File: src/rtl/sc_pkg.sv
package sc_pkg;

   typedef enum logic [2:0] {
      SC_IDLE  = 3'd0,
      SC_READ  = 3'd1,
      SC_RDWR  = 3'd2,
      SC_WRITE = 3'd3,
      SC_STALL = 3'd4
   } sc_state_e;

   localparam int SC_NSTATES = 5;

endpackage

File: src/rtl/sc_decide.sv
module sc_decide
   import sc_pkg::*;
(
   input  sc_state_e state,
   input  logic      in_avail,
   input  logic      core_rfd,
   input  logic      core_done,
   input  logic      core_dv,
   input  logic      out_rdy,
   output logic      ce,
   output logic      rd_fire,
   output logic      wr_fire,
   output sc_state_e nxt
);

   logic can_rd;
   assign can_rd = in_avail & core_rfd & ~core_done;

   always_comb begin
      ce      = 1'b0;
      rd_fire = 1'b0;
      wr_fire = 1'b0;
      nxt     = state;
      case (state)
         SC_IDLE: begin
            if (in_avail && out_rdy) begin
               ce  = 1'b1;
               nxt = SC_READ;
            end
         end
         default: begin
            if (!out_rdy) begin
               nxt = SC_STALL;
            end else if (state == SC_WRITE && !core_dv) begin
               nxt = SC_IDLE;
            end else begin
               ce      = 1'b1;
               rd_fire = can_rd;
               wr_fire = core_dv;
               if (can_rd && core_dv)  nxt = SC_RDWR;
               else if (core_dv)       nxt = SC_WRITE;
               else                    nxt = SC_READ;
            end
         end
      endcase
   end

endmodule

File: src/rtl/sc_state_reg.sv
module sc_state_reg
   import sc_pkg::*;
#(
   parameter bit ONEHOT = 1'b0
)(
   input  logic      clk,
   input  logic      rst,
   input  sc_state_e nxt,
   output sc_state_e cur
);

   localparam int NS = SC_NSTATES;

   generate
      if (ONEHOT) begin : g_onehot
         logic [NS-1:0] oh_q;
         always_ff @(posedge clk) begin
            if (rst) oh_q <= NS'(1) << int'(SC_IDLE);
            else     oh_q <= NS'(1) << int'(nxt);
         end
         always_comb begin
            cur = SC_IDLE;
            for (int i = 0; i < NS; i++) begin
               if (oh_q[i]) cur = sc_state_e'(3'(i));
            end
         end
      end else begin : g_binary
         sc_state_e st_q;
         always_ff @(posedge clk) begin
            if (rst) st_q <= SC_IDLE;
            else     st_q <= nxt;
         end
         assign cur = st_q;
      end
   endgenerate

endmodule

File: src/rtl/stream_core_ctrl.sv
module stream_core_ctrl
   import sc_pkg::*;
#(
   parameter int DATA_W = 32,
   parameter bit ONEHOT = 1'b0
)(
   input  logic              clk,
   input  logic              rst,
   input  logic [DATA_W-1:0] in_data,
   input  logic              in_avail,
   output logic              in_pop,
   output logic [DATA_W-1:0] core_din,
   output logic              core_din_vld,
   input  logic              core_rfd,
   input  logic              core_done,
   input  logic [DATA_W-1:0] core_dout,
   input  logic              core_dv,
   output logic              core_ce,
   output logic              core_start,
   output logic [DATA_W-1:0] out_data,
   output logic              out_wr,
   input  logic              out_rdy
);

   generate
      if (DATA_W < 1) begin : g_bad_width
         $error("stream_core_ctrl: DATA_W must be at least 1");
      end
   endgenerate

   sc_state_e state;
   sc_state_e nxt;
   logic      ce, rd_fire, wr_fire;

   sc_decide u_decide (
      .state     (state),
      .in_avail  (in_avail),
      .core_rfd  (core_rfd),
      .core_done (core_done),
      .core_dv   (core_dv),
      .out_rdy   (out_rdy),
      .ce        (ce),
      .rd_fire   (rd_fire),
      .wr_fire   (wr_fire),
      .nxt       (nxt)
   );

   sc_state_reg #(.ONEHOT(ONEHOT)) u_state (
      .clk (clk),
      .rst (rst),
      .nxt (nxt),
      .cur (state)
   );

   assign core_ce      = ce;
   assign core_start   = ce;
   assign in_pop       = rd_fire;
   assign core_din_vld = rd_fire;
   assign core_din     = in_data;
   assign out_wr       = wr_fire;
   assign out_data     = core_dout;

endmodule

File: config.mk
export PLATFORM = sky130hd
export DESIGN_NAME = stream_core_ctrl
export DESIGN_NICKNAME = d
export VERILOG_FILES = /design/src/rtl/sc_pkg.sv /design/src/rtl/sc_decide.sv /design/src/rtl/sc_state_reg.sv /design/src/rtl/stream_core_ctrl.sv
export SDC_FILE = /design/constraint.sdc
export NUM_CORES = 1
export LEC_CHECK = 0
export ABC_AREA = 1
export BUFFER_PORTS_ARGS = -buffer_cell sky130_fd_sc_hd__buf_2
export CORE_ASPECT_RATIO = 1.2
export CORE_MARGIN = 3
export CORE_UTILIZATION = 26
export CTS_CLUSTER_SIZE = 8
export DETAILED_ROUTE_END_ITERATION = 10
export GPL_ROUTABILITY_DRIVEN = 0
export GPL_TIMING_DRIVEN = 0
export MAX_ROUTING_LAYER = met4
export PLACE_DENSITY = 0.85
export SYNTH_ARGS = -nofsm -noshare
export SYNTH_HDL_FRONTEND = slang
export SYNTH_HIERARCHICAL = 1
export SYNTH_SLANG_ARGS = --single-unit
File: constraint.sdc
create_clock -name clk -period 1.55 [get_ports clk]
set_clock_uncertainty 0.1 [all_clocks]
set_input_delay 0.31 -clock clk [delete_from_list [all_inputs] [get_ports clk]]
set_output_delay 0.31 -clock clk [all_outputs]
set_load 0.05 [all_outputs]
==> impl_metrics.csv <==
group,metric,value,unit
timing,fin_crit_sh,1.06,
synthesis,yosysMostFrequentCell,"buf_4",
floorplan,rows,19,
clock_network,clock_latency,0.24,ns
route,route.detailed.drc,0,
finish,largest_reg_flops,3,
global_route,grt.total_usage,0.0920,
outcome,status,"complete, but fails checks",
global_route,grt_first_pass_wirelength,2.15,mm
critical_path,cp-end-kind,"primary output",
synthesis,syn-num-nets,167,
route,wl_per_cell,9.60,um
synthesis,synth_area_leaders,"buf_4, dfxtp_1, nor2_1",
power,p_sw,470,uW
finish,regArea,61.3,um2
min_path,hp-class,"input port to flip-flop",
route,drt-vias-per-instance,3.78,
power,vdd_drop_max,0.536,mV
clock_network,ctsHoldBuffers,0,
timing,finalMaxSlewViolations,0,
timing,layout_setup_ws,-0.101,ns
synthesis,avgSynthCellArea,7.04,um2
route,drt-initial-drc-count,5,
synthesis,synthTopCellsByCount,"buf_4, nor2_1, inv_1",
synthesis,synth_area,676,um2
clock_network,cts_sinks,3,
critical_path,path_cells,"nor2_2 -> nand2_2 -> inv_2 -> nand3_2 -> nand2_2 -> buf_6 -> buf_8",
global_route,first_global_vias,618,
finish,fin_cells,210,
synthesis,yosysTopAreaCell,"buf_4",
critical_path,critical_path.max_fanout,4,
place,hpwl,1.84,mm
critical_path,cp_slowest_cell,"dfxtp_2",
outcome,violations,"setup timing",
synthesis,syn_inst,96,
clock_network,htree_levels,1,
finish,multiInputGateArea,111,um2
synthesis,synth_edf_count,0,
global_route,overflow,0,
route,routed-via-count,794,
route,final_antenna_net_count,0,
critical_path,max_stage_delay,0.31,ns
critical_path,critical_path_arrival,1.24,ns
floorplan,dieArea,3250,um2
clock_network,clk_pin_slew,0.04,ns
synthesis,synth_ff_type,"dfxtp_1",
floorplan,core-area,2380,um2
power,p_int,386,uW
flow_run,cap_viol_max_count,0,
place,dpl.cell_count,202,
synthesis,synth-async-reset-ratio,0,
finish,n_antenna_cell,0,
floorplan,dieWidth,52.5,um
power,clockPowerShare,0.166,
place,io_buffers,75,
synthesis,synth_seq_cells,3,
timing,tightest_slew,0.258,ns
power,power_leakage,0.000754,uW
timing,fmax,606,MHz
power,netSwitchingFraction,0.549,
finish,drive_above_1_share,0.877,
power,powerDensity,711,nW/um2
clock_network,cts_made_buffers,3,
timing,fin_crit,1.65,ns
timing,finalSetupViolCount,3,
route,routed_wl,2.02,mm
finish,finalNetCount,251,
finish,finalCoreUtilization,0.506,
clock_network,cts_max_path_buffers,2,
timing,rsz0062_at_grt,"true",
finish,fillers,246,
critical_path,worstPathRequired,1.14,ns
critical_path,crit_path_frequent_cell,"nand2_2",
global_route,antenna_found_initial,0,
power,pwr-share-comb,0.737,
clock_network,cts_root_buffer,"clkbuf_4",
floorplan,start_util,0.284,
critical_path,crit_type,"flip-flop to primary output",
finish,area_growth,78.1,%
floorplan,num_io_pins,140,
synthesis,ys.warnings.count,6,
timing,maxSlewHeadroom,0.829,
synthesis,synth.distinct_cells,11,
route,dr.pass1.iters,3,
synthesis,ys_seq_area_frac,0.0889,
synthesis,yosys.area.top_type_share,0.733,
clock_network,cts_tree,"yes",
critical_path,critPathLaunchType,"flip-flop",
floorplan,die_h,61.8,um
timing,timing_hold_violations_final,0,
global_route,grt_max_degree,6,
place,pre_cts_slack,-0.0340,ns
power,seqPwrFrac,0.097,
-- worst paths after layout --
check	end	start	cells after the start	slack (ns)
max	core_start	u_state/cur[2]	7	-0.10
min	u_state/cur[2]	rst	2	0.14
max reg2reg	u_state/cur[0]	u_state/cur[2]	9	0.30
min reg2reg	u_state/cur[2]	u_state/cur[0]	6	0.55
-- critical path: cells and delay by family, from the launching register on --
| kind | cells | cell delay [ns] |
|---|---|---|
| DFF | 1 | 0.31 |
| buffers and inverters | 3 | 0.32 |
| and+or+nand+nor | 4 | 0.38 |
-- power by group through the flow --
stage | Clock, uW | Sequential (uW) | Combinational, uW
final | 142 | 83.5 | 631
after global routing | 151 | 83.8 | 657
after CTS | 150 | 83.2 | 623
after detailed placement | 0 | 84.5 | 603
after global placement | 0 | 84.4 | 600
after floorplan | 0 | 84.2 | 507
-- cells by family (layout without fill, tap and decap cells) --
family	Yosys count	in the layout	synth area share
buf+inv	73	156	0.772
flops	3	3	0.0889
simple gates	20	20	0.139
-- metal layers --
metal,global-route usage,part of all wire,vias up
met4,0.0657,0.013,0
met1,0.0701,0.25,325
met5,-,0,-
met3,0.0119,0.18,2
met2,0.191,0.55,79
li1,-,-,388
-- cell type report --
class,instances,share of cell area
tap,31,0.0322
sequential,3,0.0509
clock buffer,4,0.0218
buffer,66,0.415
multi-input combinational,20,0.0925
inverter,7,0.0218
timing repair buffer,79,0.366
-- cell usage in the layout, fill, tap and decap left out --
master | synthesis | routed
buf_4 | 66 | 71
nor2_1 | 8 | 7
clkbuf_4 | 0 | 3
buf_8 | 0 | 3
inv_1 | 6 | 6
dfxtp_2 | 0 | 1
buf_6 | 0 | 1
nor2_2 | 1 | 1
nor2_4 | 0 | 1
clkbuf_1 | 0 | 1
nand2_1 | 5 | 3
dfxtp_1 | 3 | 2
nand3_1 | 2 | 1
inv_2 | 1 | 1
nand3_2 | 1 | 2
nand2_2 | 1 | 3
buf_2 | 0 | 70
nand4_1 | 2 | 2
-- through the flow --
stage / total power, uW / area, um2 / TNS [ns] / hold slack (ns)
3_3_place_gp: 684 / 1100 / -0.0376 / 0.397
2_1_floorplan: 591 / 686 / 0 / 0.281
3_5_place_dp: 688 / 1100 / -0.0563 / 0.397
6_report: 856 / 1200 / -0.239 / 0.144
5_1_grt: 892 / 1200 / -0.450 / 0.145
4_1_cts: 856 / 1170 / -0.223 / 0.141
-- what timing repair did --
action	CTS	global route
setup buffers	2	2
endpoints found under the setup margin	4	5
pin swaps	0	3
gates resized for setup	9	7
Power figures use the tool's default switching activity.
